<file path="config.mk">
export PLATFORM = sky130hd
export DESIGN_NAME = gbc_sync_core
export DESIGN_NICKNAME = d
export VERILOG_FILES = /design/src/rtl/gbc_pkg.sv /design/src/rtl/gbc_prbs_tap.sv /design/src/rtl/gbc_sync_core.sv
export SDC_FILE = /design/constraint.sdc
export NUM_CORES = 1
export LEC_CHECK = 0
export BUFFER_PORTS_ARGS = -buffer_cell sky130_fd_sc_hd__buf_2
export CORE_MARGIN = 4
export CORE_UTILIZATION = 55
export DETAILED_ROUTE_END_ITERATION = 12
export GPL_ROUTABILITY_DRIVEN = 0
export PLACE_DENSITY = 0.73
export SYNTH_ARGS = -nofsm -noshare
export SYNTH_HDL_FRONTEND = slang
export SYNTH_HIERARCHICAL = 1
export SYNTH_SLANG_ARGS = --single-unit
</file>
<file path="constraint.sdc">
create_clock -name clk -period 3.28 [get_ports clk]
set_clock_uncertainty 0.05 [all_clocks]
set_input_delay 0.164 -clock clk [delete_from_list [all_inputs] [get_ports clk]]
set_output_delay 0.164 -clock clk [all_outputs]
set_load 0.01 [all_outputs]
</file>
<file path="src/rtl/gbc_pkg.sv">
package gbc_pkg;

    typedef enum logic [1:0] {
        SY_SEED   = 2'd0,
        SY_VERIFY = 2'd1,
        SY_LOCK   = 2'd2
    } sync_st_e;

    localparam int LFSR_W = 31;

    function automatic logic [5:0] poly_order(input logic [1:0] sel);
        case (sel)
            2'b00:   poly_order = 6'd7;
            2'b01:   poly_order = 6'd15;
            default: poly_order = 6'd31;
        endcase
    endfunction

endpackage

</file>
<file path="src/rtl/gbc_prbs_tap.sv">
module gbc_prbs_tap
    import gbc_pkg::*;
(
    input  logic [LFSR_W-1:0] state,
    input  logic [1:0]        sel,
    output logic              pred
);
    logic [2:0] cand;

    for (genvar g = 0; g < 3; g++) begin : g_poly
        localparam int HI = (g == 0) ? 7 : (g == 1) ? 15 : 31;
        localparam int LO = (g == 0) ? 6 : (g == 1) ? 14 : 28;
        localparam logic [LFSR_W-1:0] MASK =
            (LFSR_W'(1) << (HI - 1)) | (LFSR_W'(1) << (LO - 1));
        assign cand[g] = ^(state & MASK);
    end

    always_comb begin
        case (sel)
            2'b00:   pred = cand[0];
            2'b01:   pred = cand[1];
            default: pred = cand[2];
        endcase
    end

endmodule

</file>
<file path="src/rtl/gbc_sync_core.sv">
module gbc_sync_core
    import gbc_pkg::*;
#(
    parameter int SYNC_BITS   = 1536,
    parameter int VERIFY_BITS = 32,
    parameter int DENS_WIN    = 256,
    parameter int DENS_MAX    = 16
) (
    input  logic       clk,
    input  logic       rst_n,
    input  logic       bit_valid,
    input  logic       bit_in,
    input  logic       blocked,
    input  logic       burst_start,
    input  logic [1:0] poly_sel,
    output logic       cmp_en,
    output logic       cmp_err,
    output logic       in_sync
);
    localparam int WW  = $clog2(SYNC_BITS + 1);
    localparam int VW  = $clog2(VERIFY_BITS + 1);
    localparam int DBW = $clog2(DENS_WIN + 1);
    localparam int DEW = $clog2(DENS_MAX + 2);

    typedef struct packed {
        sync_st_e          st;
        logic [LFSR_W-1:0] lfsr;
        logic [1:0]        poly;
        logic [4:0]        seed;
        logic [VW-1:0]     ver;
        logic [WW-1:0]     win;
        logic [DBW-1:0]    dbits;
        logic [DEW-1:0]    derr;
    } sync_t;

    sync_t      sc_d, sc_q;
    logic       pred;
    logic       restart;
    logic       active;
    logic       mism;
    logic       win_done;
    logic [5:0] ord;
    logic [DBW-1:0] nb;
    logic [DEW-1:0] ne;

    gbc_prbs_tap i_tap (
        .state (sc_q.lfsr),
        .sel   (poly_sel),
        .pred  (pred)
    );

    always_comb begin
        sc_d     = sc_q;
        cmp_en   = 1'b0;
        cmp_err  = 1'b0;
        win_done = 1'b0;
        nb       = '0;
        ne       = '0;
        ord      = poly_order(poly_sel);
        sc_d.poly = poly_sel;
        restart  = burst_start | (poly_sel != sc_q.poly);
        active   = bit_valid & ~blocked;
        mism     = bit_in ^ pred;

        if (restart) begin
            sc_d.st    = SY_SEED;
            sc_d.seed  = '0;
            sc_d.ver   = '0;
            sc_d.win   = '0;
            sc_d.dbits = '0;
            sc_d.derr  = '0;
        end

        if (bit_valid) begin
            win_done = (sc_d.win == WW'(SYNC_BITS));
            if (active && !win_done) begin
                sc_d.win = sc_d.win + 1'b1;
            end
            case (sc_d.st)
                SY_SEED: begin
                    if (active) begin
                        sc_d.lfsr = {sc_q.lfsr[LFSR_W-2:0], bit_in};
                        if (({1'b0, sc_d.seed} + 6'd1) == ord) begin
                            sc_d.st   = SY_VERIFY;
                            sc_d.seed = '0;
                            sc_d.ver  = '0;
                        end else begin
                            sc_d.seed = sc_d.seed + 1'b1;
                        end
                    end
                end
                SY_VERIFY: begin
                    sc_d.lfsr = {sc_q.lfsr[LFSR_W-2:0], pred};
                    if (active) begin
                        if (mism) begin
                            sc_d.st   = SY_SEED;
                            sc_d.seed = '0;
                            sc_d.ver  = '0;
                        end else if (sc_d.ver == VW'(VERIFY_BITS - 1)) begin
                            sc_d.st = SY_LOCK;
                        end else begin
                            sc_d.ver = sc_d.ver + 1'b1;
                        end
                    end
                end
                SY_LOCK: begin
                    sc_d.lfsr = {sc_q.lfsr[LFSR_W-2:0], pred};
                    if (active) begin
                        if (!win_done) begin
                            if (mism) begin
                                sc_d.st   = SY_SEED;
                                sc_d.seed = '0;
                                sc_d.ver  = '0;
                            end
                        end else begin
                            cmp_en  = 1'b1;
                            cmp_err = mism;
                            nb = sc_d.dbits + 1'b1;
                            ne = sc_d.derr + DEW'(mism);
                            if (ne > DEW'(DENS_MAX)) begin
                                sc_d.st    = SY_SEED;
                                sc_d.seed  = '0;
                                sc_d.ver   = '0;
                                sc_d.win   = '0;
                                sc_d.dbits = '0;
                                sc_d.derr  = '0;
                            end else if (nb == DBW'(DENS_WIN)) begin
                                sc_d.dbits = '0;
                                sc_d.derr  = '0;
                            end else begin
                                sc_d.dbits = nb;
                                sc_d.derr  = ne;
                            end
                        end
                    end
                end
                default: begin
                    sc_d.st = SY_SEED;
                end
            endcase
        end
    end

    always_ff @(posedge clk or negedge rst_n) begin
        if (!rst_n) begin
            sc_q      <= '0;
            sc_q.st   <= SY_SEED;
        end else begin
            sc_q <= sc_d;
        end
    end

    assign in_sync = (sc_q.st == SY_LOCK);

    // lock is only reached from the verify phase
    p_lock_via_verify_r4: assert property (@(posedge clk) disable iff (!rst_n)
        $rose(in_sync) |-> $past(sc_q.st == SY_VERIFY));

    // a restart event leaves the checker unlocked with a fresh window
    p_restart_fresh_r3: assert property (@(posedge clk) disable iff (!rst_n)
        restart |=> (!in_sync && (sc_q.win <= WW'(1))));

    // the density tally never holds more than the allowed errors
    p_dens_bound_r5: assert property (@(posedge clk) disable iff (!rst_n)
        sc_q.derr <= DEW'(DENS_MAX));

endmodule

</file>
# Word level (Yosys, flattened, before mapping)
# Index checks and enable logic that the tools add are counted.
[classes]
addsub = 6
magnitude_cmp = 1
eq_ne = 10
mux = 42
bitwise = 4
reduce_logical = 10
[op_table]
columns = ["operator", "n"]
rows = [
  ["$mux 36", 3],
  ["$reduce_xor 31->1", 3],
  ["$mux 33", 2],
  ["$pmux 31 s2", 1],
  ["$mux 11", 5],
  ["$mux 25", 2],
  ["$pmux 11 s3", 1],
  ["$mux 14", 2],
  ["$mux 22", 1],
  ["$mux 2", 9],
  ["$mux 6", 3],
  ["$add 11x1->11 const B", 1],
  ["$eq 11x11->1 const B", 1],
  ["$mux 5", 2],
  ["$pmux 5 s2", 1],
  ["$add 9x1->9 const B", 1],
  ["$eq 9x9->1 const B", 1],
  ["$mux 1", 8],
  ["$add 5x1->6 const B", 1],
  ["$add 6x1->6 const B", 1],
  ["$eq 6x5->1 const B", 1],
  ["$eq 6x6->1", 1],
  ["$pmux 2 s3", 1],
  ["$add 5x1->5", 1],
  ["17 further kinds", 20],
]
[totals]
register_bits = 71
inputBits = 8
out_inout_bits = 3
wordCells = 81

# Logic depth before layout (Yosys ltp)
# Gate-level depths: netlist of run 1.
[logic_depth]
depth_word = 12
ltp_mapped = 15
mapped_depth_nobuf = 13

# By module
# Netlist of run 1, hierarchy kept.
[modules_own_cells]
columns = ["module", "instances", "cells_per_inst", "area_per_inst_um2", "seq_area_each_um2"]
rows = [
  ["gbc_sync_core", 1, 456, 3922.5, 1776.7],
  ["gbc_prbs_tap", 1, 6, 45.0, 0.0],
]

# Least setup slack after synthesis of run 1
# Ideal clock, no wire load.
[synth_timing]
kind = "reg2reg"
startpoint = "reg sc_q[36] in the netlist's numbering"
endpoint = "reg sc_q[28] in the netlist's numbering"
setup_time_ps = 149
arrival_ps = 3223
t_required_ps = 3081
setup_slack_ps = -142
stages_incl_launch_ff = 13
n_path_buf = 2
synth_period_minus_slack_ps = 3422
cell_sequence = "dfrtp_1 > xnor2_1 > and3_2 > buf_6 > clkbuf_1 > and2_1 > ha_1 > a31oi_1 > or3b_2 > a211oi_2 > o2111ai_1 > a211oi_2 > o22ai_1"
[synth_rtl]
columns = ["element", "line", "text"]
rows = [
  ["start, declared", "gbc_sync_core.sv:36", "sync_t sc_d, sc_q;"],
]

==> results.md, run 1 <==
- finished, final reports clean — outcome
- 2 — Bufs on Longest Clock Path
- 4220 µm² — total cell area at the placement stage
- built — CTS tree
- 8.59 µm² — synthesized area per cell
- 369 nW/µm² — Power Dens Cells
- or3b_2 — highest-delay cell along the critical path
- 92.9 µm — Chip Height
- 3970 µm² — post-synthesis instance area
- xnor2_2 > and3_2 > and2_1 > ha_2 > and4_1 > or3b_2 > a211oi_2 > o2111ai_2 > buf_4 > a211oi_1 > o31ai_1 — crit path cell chain
- sc_q (71) — registers with the most flip-flops
- 3,426 — vias after detailed routing
- 0 ns — sum of negative setup slack
- 0 — ANT cells
- in -> reg — kind of path behind the tightest hold check
- 588 — Layout Cells excl Fill
- 57 — count of unique library cells instantiated by Yosys
- 0 — number of antenna violations at the first check in global routing
- 3.45 ns — Req. time, crit path
- sc_q — most flop-heavy register
- 40.3% — max-slew headroom at the worst pin
- 99.0% — final worst path period share
- 2 — Cells on Worst Hold Path
- 0 — number of endpoints with negative hold slack in the final report
- 3,256 — via count of the first global-routing pass
- 3 — number of H-tree levels
- sc_q[70] — Reg2Reg Capture Point
- 0 — Setup violations, final
- 0.03 ns — R2R setup slack
- 221 — Iter 0 DRT Violations
- 0 — grt total ovfl
- 0 — Post-synth EDFFs
- 1.93 nW — static power due to leakage
- 71 — max reg flops
- 92.9 µm — chip width
- bit_valid — min-delay src
- 14,900 µm — first-pass GRT wire length
- 3.42 ns — worst path arrival time
- sc_q[37] — startpoint of the worst register-to-register path
- 8720 µm — Total Wirelength
- 15.7% — fraction of layout instances using a drive strength above 1
- dfrtp_1 — library cell occupying the most area in the post-synthesis netlist
- nand2_1 — library cell with the highest instance count after synthesis
- 0.895 ns — measured slew at the worst slew-check pin
- 0 — antenna-violating nets left
- 3.25 ns — final critical delay including setup and external delays
- clkbuf_8 — Clock Tree Root
- 0.35 ns — worst-skew pair later-pin latency
- 481 — nets in the synthesized netlist
- 565 — placed cell count
- 0 — Max-Cap Viols
- reg -> reg — critical path type
- 71 — number of synthesized register bits
- dfrtp_1 — Synth Flop Type
- 6 — Yosys warning total
- 0.09 ns — clock transition at the registers of the reported paths
- 0.0557 ns — worst hold slack
- 100% — share of synthesized registers carrying an async set or reset
- 96 x nand2_1, 71 x dfrtp_1, 53 x o21ai_0, 26 x nor2_1, 22 x a21oi_1 — Post-synth top cells
- 44.8% — share of the synthesized area in the top cell type
- 11 — cell count of the worst reg-to-reg path
- 462 — Syn Inst Count
- 506 — final-stage net count
- flip-flop — launching element type of the critical path
- yes — RSZ-0062 raised after global routing
- sc_q[69] — end of the worst hold path
- flip-flop — endpoint class of the critical path
- 9 — number of buffers inserted during clock tree synthesis
- 30 — Core Rows
- 5.83 — vias per inst
- 0 — Slew Limit Fails
- 71 — clock sink count
- 10 — count of buffers from port buffering
- 0 — drc violations
- 21.2% — global routing usage summed across all routing layers
- 13.7% — Layout Area Growth over Synthesis
- 72 — pin count of the biggest net entering global routing
- 11 — number of top-level pins
- 57.4% — initial core utilization
- 0.224 mV — IR drop worst, VDD
- dfrtp_1 45%, nand2_1 9.1%, o21ai_0 6.7% — leading post-synthesis cells by cell area
- 0.47 ns — delay of the slowest cell on the worst path
- 308 MHz — FMAX
- 4 — count of TritonRoute iterations in the first routing pass
- 4510 µm² — final instance area
- 6910 µm² — core area
- 7 — CP Max Fanout
- 8640 µm² — total die area
- 5850 µm — post-detailed-placement half-perimeter wirelength
- 44.8% — sequential cell area fraction in the yosys report
- 14.8 µm — detail-routed net length per standard cell
[area by class of cell]
type | count | area (µm²)
multi-input cells | 350 | 2080
clock buffers | 9 | 124
clock inverters | 7 | 63.8
inverters | 16 | 60.1
repair buffers | 39 | 285
fillers | 592 | 2400
well taps | 96 | 120
flip-flops and latches | 71 | 1780
[cells in the final DEF, fill, tap and decap left out, types with 5 or more instances in the layout]
cell,n
nor3_1,11
buf_2,10
inv_1,15
dfrtp_1,71
buf_4,26
nand2_1,96
nor2_1,26
xnor2_1,6
nand3_1,11
a21oi_1,22
xor2_1,10
nand4_1,10
o21ai_0,53
ha_1,10
nand2b_1,5
clkbuf_8,9
a31oi_1,6
[worst max-delay path, delay by kind of cell (launching register included)]
family                     cells  cell delay [ns]
DFF                            1             0.40
buffers and inverters          1             0.22
adders and majority gates      1             0.22
and+or+nand+nor                4             1.11
xor gates and xnor gates       1             0.14
AOI/OAI and AO/OA              4             0.95
[where the power goes]
part / internal [mW] / switching (mW)
Sequential: 0.880 / 0.00354
Clock: 0.291 / 0.377
Combinational: 0.0320 / 0.0798
Total: 1.20 / 0.460
[metal layers]
metal,track usage [%],wire [µm]
met1,29.0,4000
met2,33.4,4180
met3,3.82,389
met4,8.79,145
met5,0,0
[what timing repair did]
action                                  in CTS  in global routing
endpoints found under the setup margin       1                 17
endpoints found under the hold margin       20                  0
hold buffers                                 2                  0
gates resized for setup                      1                  9
buffers inserted                             0                  5
pin swaps                                    0                  4
[worst max-delay path by stage]
stage                  start       end  slack, ns
finish              sc_q[37]  sc_q[70]       0.03
CTS                 sc_q[44]  sc_q[30]       0.05
global placement    sc_q[37]  sc_q[28]       0.13
global route        sc_q[37]  sc_q[70]      -0.08
floorplan           sc_q[37]  sc_q[69]     0.0002
detailed placement  sc_q[44]  sc_q[30]       0.08
[through the flow]
step                utilization (%)  worst slack (ns)  power [mW]
floorplan                         -          0.000223       0.958
global route                   65.3           -0.0787        1.73
detailed placement             61.1            0.0830        1.01
CTS                            64.2            0.0526        1.68
finish                         65.3            0.0312        1.66
global placement               61.1             0.130        1.01
[cells by family (layout without fill, tap and decap cells)]
group | Yosys count | in the layout | synth area share, %
muxes | 4 | 4 | 1.04
DFF | 71 | 71 | 44.8
adders and majority gates | 11 | 11 | 3.47
xor gates and xnor gates | 18 | 18 | 3.97
and+or+nand+nor | 200 | 200 | 24.0
AOI/OAI and AO/OA | 117 | 117 | 18.2
buffers and inverters | 41 | 71 | 4.51
Power figures use the tool's default switching activity.
==> inputs of run 2 (changes only) <==
Settings changed: CORE_ASPECT_RATIO set to 1.75.
==> run 2 against run 1 <==
Worst setup slack improved by 0.13 ns. Register-to-register slack improved by 0.13 ns. First-iteration DRC count rose by 1.4%. Combinational power rose by 4%. Clock power rose by 44%. Hold slack improved by 0.021 ns. Final area rose by 2.6%. Global-route usage rose by 2.5 points. Largest power group is now the clock network.
==> results.md, run 2 (synthesis gave the netlist of run 1 again) <==
- 334 µm — met3 wirelength from detailed routing
- 95.1% — final worst path period share
- 72.2 µm — chip width
- 0.06 ns — clock transition at the registers of the reported paths
- 0 — drc violations
- 321 MHz — FMAX
- 0 — ANT cells
- 71 — clock sink count
- sc_q (71) — registers with the most flip-flops
- 2.01 nW — static power due to leakage
- 0 — number of endpoints with negative hold slack in the final report
- 509 — final-stage net count
- 3,531 — via count of the first global-routing pass
- 425 nW/µm² — Power Dens Cells
- 2080 µm² — combined area of the multi-input logic cells
- 582 — Filler Cell Count
- in -> reg — kind of path behind the tightest hold check
- bit_valid — min-delay src
- met4 — top layer in use
- 3,488 — vias after detailed routing
- 9 — number of buffers inserted during clock tree synthesis
- 40 — Core Rows
- 16.2% — fraction of layout instances using a drive strength above 1
- 0.48 ns — delay of the slowest cell on the worst path
- sc_q[37] — beginning of the critical path
- 16.2 µm — detail-routed net length per standard cell
- 3 — number of H-tree levels
- 0 — Slew Limit Fails
- 0 — Setup violations, final
- 10 — cell count of the worst reg-to-reg path
- finished, final reports clean — outcome
- flip-flop — launching element type of the critical path
- sc_q[37] — startpoint of the worst register-to-register path
- reg -> reg — critical path type
- 16.6% — Layout Area Growth over Synthesis
- 120 µm — Chip Height
- 23.8% — global routing usage summed across all routing layers
- 3.32 ns — worst path arrival time
- 0.465 mV — IR drop worst, VDD
- flip-flop — endpoint class of the critical path
- 16,300 µm — first-pass GRT wire length
- xnor2_2 > and3_2 > and2_1 > ha_2 > and4_1 > or3b_2 > a211oi_2 > o211ai_2 > or3_1 > a221oi_2 — crit path cell chain
- 0 — antenna-violating nets left
- 4 — count of TritonRoute iterations in the first routing pass
- 3.12 ns — final critical delay including setup and external delays
- 2 — Cells on Worst Hold Path
- no — RSZ-0062 raised after global routing
- 6960 µm² — core area
- 3.48 ns — Req. time, crit path
- 96 x nand2_1, 71 x dfrtp_1, 52 x o21ai_0 — leading cell types in the layout, fill and taps excluded
- 0.34 ns — worst-skew pair later-pin latency
- 9360 µm — Total Wirelength
- simple AND/OR/NAND/NOR gates — CP delay by family, top
- 10 — Stages on worst setup path
- 8690 µm² — total die area
- nand2_1 — most common library cell in the layout ignoring fill and taps
- 1.97 mW — Pwr Total
- 0 ns — sum of negative setup slack
- 48.5% — max-slew headroom at the worst pin
- 224 — Iter 0 DRT Violations
- 0 — grt total ovfl
- 0 — sum of buffers and inverters on the critical path
- 11 — number of top-level pins
- 5140 µm — sum of met2 wire segment lengths after detailed routing
- 63 — pin count of the biggest net entering global routing
- 3560 µm — M1 WL
- 6560 µm — post-detailed-placement half-perimeter wirelength
- 0.772 ns — measured slew at the worst slew-check pin
- 0 — number of antenna violations at the first check in global routing
- built — CTS tree
- 1780 µm² — footprint of the flip-flops and latches
- 71 — max reg flops
- sc_q — most flop-heavy register
- 6.02 — vias per inst
- 11 — CP Max Fanout
- 0 — Max-Cap Viols
- clkbuf_16 — Clock Tree Root
- 10 — count of buffers from port buffering
- or3b_2 — highest-delay cell along the critical path
- 2 — Bufs on Longest Clock Path
- 57.0% — initial core utilization
run 2: repair_timing:
| item | 4_1_cts | 5_1_grt |
|---|---|---|
| pin swaps | 0 | 5 |
| hold buffers | 3 | 0 |
| hold endpoints to repair | 33 | 0 |
| resized for setup | 1 | 8 |
| gates cloned | 0 | 0 |
| setup buffers | 0 | 2 |
| endpoints found under the setup margin | 1 | 17 |
run 2: final cells by class:
class | instances | share of cell area [%]
clock inverters | 7 | 1.60
clock buffers | 9 | 4.87
multi-input cells | 350 | 44.9
repair buffers | 42 | 6.71
well taps | 84 | 2.27
flip-flops and latches | 71 | 38.4
inverters | 16 | 1.30
run 2: worst paths after layout:
| check | end | slack [ns] |
|---|---|---|
| setup / recovery | sc_q[69] | 0.16 |
| hold / removal | sc_q[69] | 0.08 |
| setup reg to reg | sc_q[69] | 0.16 |
| hold reg to reg | sc_q[40] | 0.43 |
| max in group asynchronous | sc_q[41] | 1.81 |
| min in group asynchronous | sc_q[21] | 0.38 |
run 2: metal layers:
| metal | vias to the layer above | GRT usage, % |
|---|---|---|
| met5 | - | 0 |
| met4 | 0 | 14.8 |
| met3 | 21 | 4.08 |
| met2 | 79 | 40.8 |
| met1 | 1701 | 26.5 |
| li1 | 1687 | - |
run 2: where the power goes:
part | internal (mW) | leakage (nW) | switching [mW]
clock | 0.589 | 0.145 | 0.376
combinational | 0.0360 | 0.883 | 0.0811
sequential | 0.882 | 0.984 | 0.00418
total | 1.51 | 2.01 | 0.462
run 2: stage by stage:
step	hold WS, ns	instances	setup WS (ns)	utilization [%]	area [µm²]
global route	0.0633	579	0.0144	66.5	4630
detailed placement	0.228	558	-0.00101	61.0	4240
floorplan	-0.182	462	0.000223	-	3990
CTS	0.0531	577	0.0955	65.8	4580
finish	0.0765	579	0.161	66.5	4630
global placement	0.221	558	0.0868	61.0	4240
==> inputs of run 3 (changes only) <==
Settings changed: ABC_AREA set to 1.
==> run 3 against run 2 <==
The flow now finishes with violations (hold timing). Die area grew 14%. Sequential cell count is the same. Sequential power grew 1%. Global-route usage shrank 0.49 points. Worst setup slack gained 0.13 ns. Sequential share of layout area shrank 4.1 points. Maximum frequency grew 4.5%. Final area grew 12%. Largest cell class unchanged.
==> results.md, run 3 <==
- 129 µm — Chip Height
- 0 — number of antenna violations at the first check in global routing
- 40.9% — max-slew headroom at the worst pin
- 4,189 — via count of the first global-routing pass
- 2.98 ns — final critical delay including setup and external delays
- 0 — Post-synth EDFFs
- simple AND/OR/NAND/NOR gates — CP delay by family, top
- dfrtp_1 — library cell occupying the most area in the post-synthesis netlist
- sc_q[37] — startpoint of the worst register-to-register path
- 56.9% — initial core utilization
- 25 — number of endpoints with negative hold slack in the final report
- 14.3 µm — detail-routed net length per standard cell
- 72 — pin count of the biggest net entering global routing
- 11 — number of top-level pins
- 2.60 nW — static power due to leakage
- 0 — Setup violations, final
- 335 MHz — FMAX
- 9880 µm² — total die area
- built — CTS tree
- 643 — Syn Inst Count
- 0 — antenna-violating nets left
- 5 — count of TritonRoute iterations in the first routing pass
- 39 — count of unique library cells instantiated by Yosys
- 9 — number of buffers inserted during clock tree synthesis
- 18,500 µm — first-pass GRT wire length
- sc_q (71) — registers with the most flip-flops
- 13.4% — Layout Area Growth over Synthesis
- reg -> out — critical path type
- clkbuf_16 — Clock Tree Root
- 0 — drc violations
- 159 x nand2_1, 105 x inv_1, 78 x nand3_1 — leading cell types in the layout, fill and taps excluded
- 3.07 ns — Req. time, crit path
- 5.46 — vias per inst
- 2.77 ns — worst path arrival time
- inv_1 > nand2_1 > nand2_1 > nor2_4 > nand2_4 > nor2_1 > inv_1 > ha_1 > nor4b_2 > nand2_1 > nor2_1 > nand2_4 > nor2_1 > inv_1 > nor2_1 > buf_2 — crit path cell chain
- 23.3% — global routing usage summed across all routing layers
- 76.9 µm — chip width
- 0 ns — sum of negative setup slack
- 662 — nets in the synthesized netlist
- 679 — final-stage net count
- 6 — Yosys warning total
- 8 — CP Max Fanout
- 696 — Filler Cell Count
- finished, violations left — outcome
- dfrtp_1 39%, nand2_1 13%, inv_1 8.6% — leading post-synthesis cells by cell area
- 0 — ANT cells
- dfrtp_1 — highest-delay cell along the critical path
- 7.10 µm² — synthesized area per cell
- nand2_1 — most common library cell in the layout ignoring fill and taps
- 71 — number of synthesized register bits
- hold timing — violated checks
- 71 — max reg flops
- 38.9% — sequential cell area fraction in the yosys report
- 0.34 ns — worst-skew pair later-pin latency
- sc_q — most flop-heavy register
- 71 — clock sink count
- 0.364 mV — IR drop worst, VDD
- in -> async — kind of path behind the tightest hold check
- 38.9% — share of the synthesized area in the top cell type
- 160 x nand2_1, 105 x inv_1, 78 x nand3_1, 71 x dfrtp_1, 55 x nor2_1 — Post-synth top cells
- -0.0110 ns — worst hold slack
- 10,800 µm — Total Wirelength
- 0 — Slew Limit Fails
- nor2_1 — most frequent CP cell
- 4,123 — vias after detailed routing
- 20 — cell count of the worst reg-to-reg path
- dfrtp_1 — Synth Flop Type
- 4 — sum of buffers and inverters on the critical path
- no — RSZ-0062 raised after global routing
- output pin — endpoint class of the critical path
- nand2_1 — library cell with the highest instance count after synthesis
- 441 nW/µm² — Power Dens Cells
- 0 — grt total ovfl
- flip-flop — launching element type of the critical path
- 3 — number of H-tree levels
- 0.887 ns — measured slew at the worst slew-check pin
- sc_q[6] — Reg2Reg Capture Point
- 4560 µm² — post-synthesis instance area
- 0.36 ns — delay of the slowest cell on the worst path
- 91.0% — final worst path period share
- 11.6% — fraction of layout instances using a drive strength above 1
- 8020 µm² — core area
- 0 — Max-Cap Viols
- 100% — share of synthesized registers carrying an async set or reset
- 2 — Bufs on Longest Clock Path
- 0.06 ns — clock transition at the registers of the reported paths
- 43 — Core Rows
- 0.35 ns — R2R setup slack
- 7580 µm — post-detailed-placement half-perimeter wirelength
- 271 — Iter 0 DRT Violations
- 10 — count of buffers from port buffering
-- run 3: cells by family after synthesis --
family / Yosys count / share of synthesized area, %
simple gates: 336 / 34.4
buf+inv: 130 / 11.2
compound gates: 82 / 9.90
flops: 71 / 38.9
xor+xnor: 13 / 2.49
fa+ha+maj: 11 / 3.02
-- run 3: worst max-delay path by stage --
stage                          end   startpoint  cells after the start  slack, ns
after detailed placement   sc_q[6]     sc_q[36]                     16       0.36
after floorplan            sc_q[5]     sc_q[37]                     20       0.64
after global placement    sc_q[53]  poly_sel[1]                     13       0.40
after global routing       cmp_err     sc_q[37]                     15       0.05
final                      cmp_err     sc_q[37]                     16       0.30
after CTS                  cmp_err     sc_q[37]                     14       0.05
-- run 3: cell type report --
cell class / count / area (µm²) / area share (%)
flip-flops and latches: 71 / 1780 / 34.3
clock buffers: 11 / 253 / 4.88
clock inverters: 5 / 128 / 2.47
multi-input cells: 443 / 2310 / 44.7
repair buffers: 25 / 180 / 3.48
inverters: 110 / 413 / 7.98
well taps: 90 / 113 / 2.18
-- run 3: metrics by stage --
step	setup WS (ns)	total power, mW	instances	instance area, µm²	utilization [%]
after floorplan	0.639	0.998	643	4560	-
after CTS	0.0450	2.29	751	5130	64.0
after detailed placement	0.364	1.05	733	4730	59.0
after global placement	0.398	1.05	733	4730	59.0
final	0.296	2.28	755	5170	64.6
after global routing	0.0525	2.36	755	5170	64.6
-- run 3: worst register-to-register path, cell delays in order (launching register included) --
cell and delay (ns):
dfrtp_1 0.36, inv_1 0.05, nand2_1 0.08, nand2_1 0.09
nor2_4 0.23, nand2_4 0.12, buf_4 0.16, nor2_1 0.14
ha_1 0.21, ha_1 0.25, nor2_1 0.11, inv_1 0.04
nor2_1 0.12, nand2_2 0.10, nand2_4 0.10, inv_2 0.07
nor2_8 0.11, nand2_4 0.07, nor2_4 0.21, nand3_1 0.11
o21ai_0 0.09
-- run 3: per-layer routing --
layer  part of all wire, %  up-vias  GRT usage (%)
met5                     0        -           1.00
met2                    53       87           41.1
met3                   3.3       35           3.29
li1                      -     2080              -
met1                    40     1921           25.0
met4                   4.0        0           17.5
-- run 3: timing repair --
| item | in CTS | in global routing |
|---|---|---|
| gates resized for setup | 0 | 5 |
| hold endpoints to repair | 2 | 0 |
| hold buffers | 2 | 0 |
| setup buffers | 0 | 3 |
| setup endpoints to repair | 0 | 2 |
-- run 3: report_power, final --
part | leakage [nW] | switching [mW] | internal, mW
clock | 0.182 | 0.375 | 0.861
sequential | 0.977 | 0.00821 | 0.888
combinational | 1.44 | 0.108 | 0.0416
total | 2.60 | 0.492 | 1.79
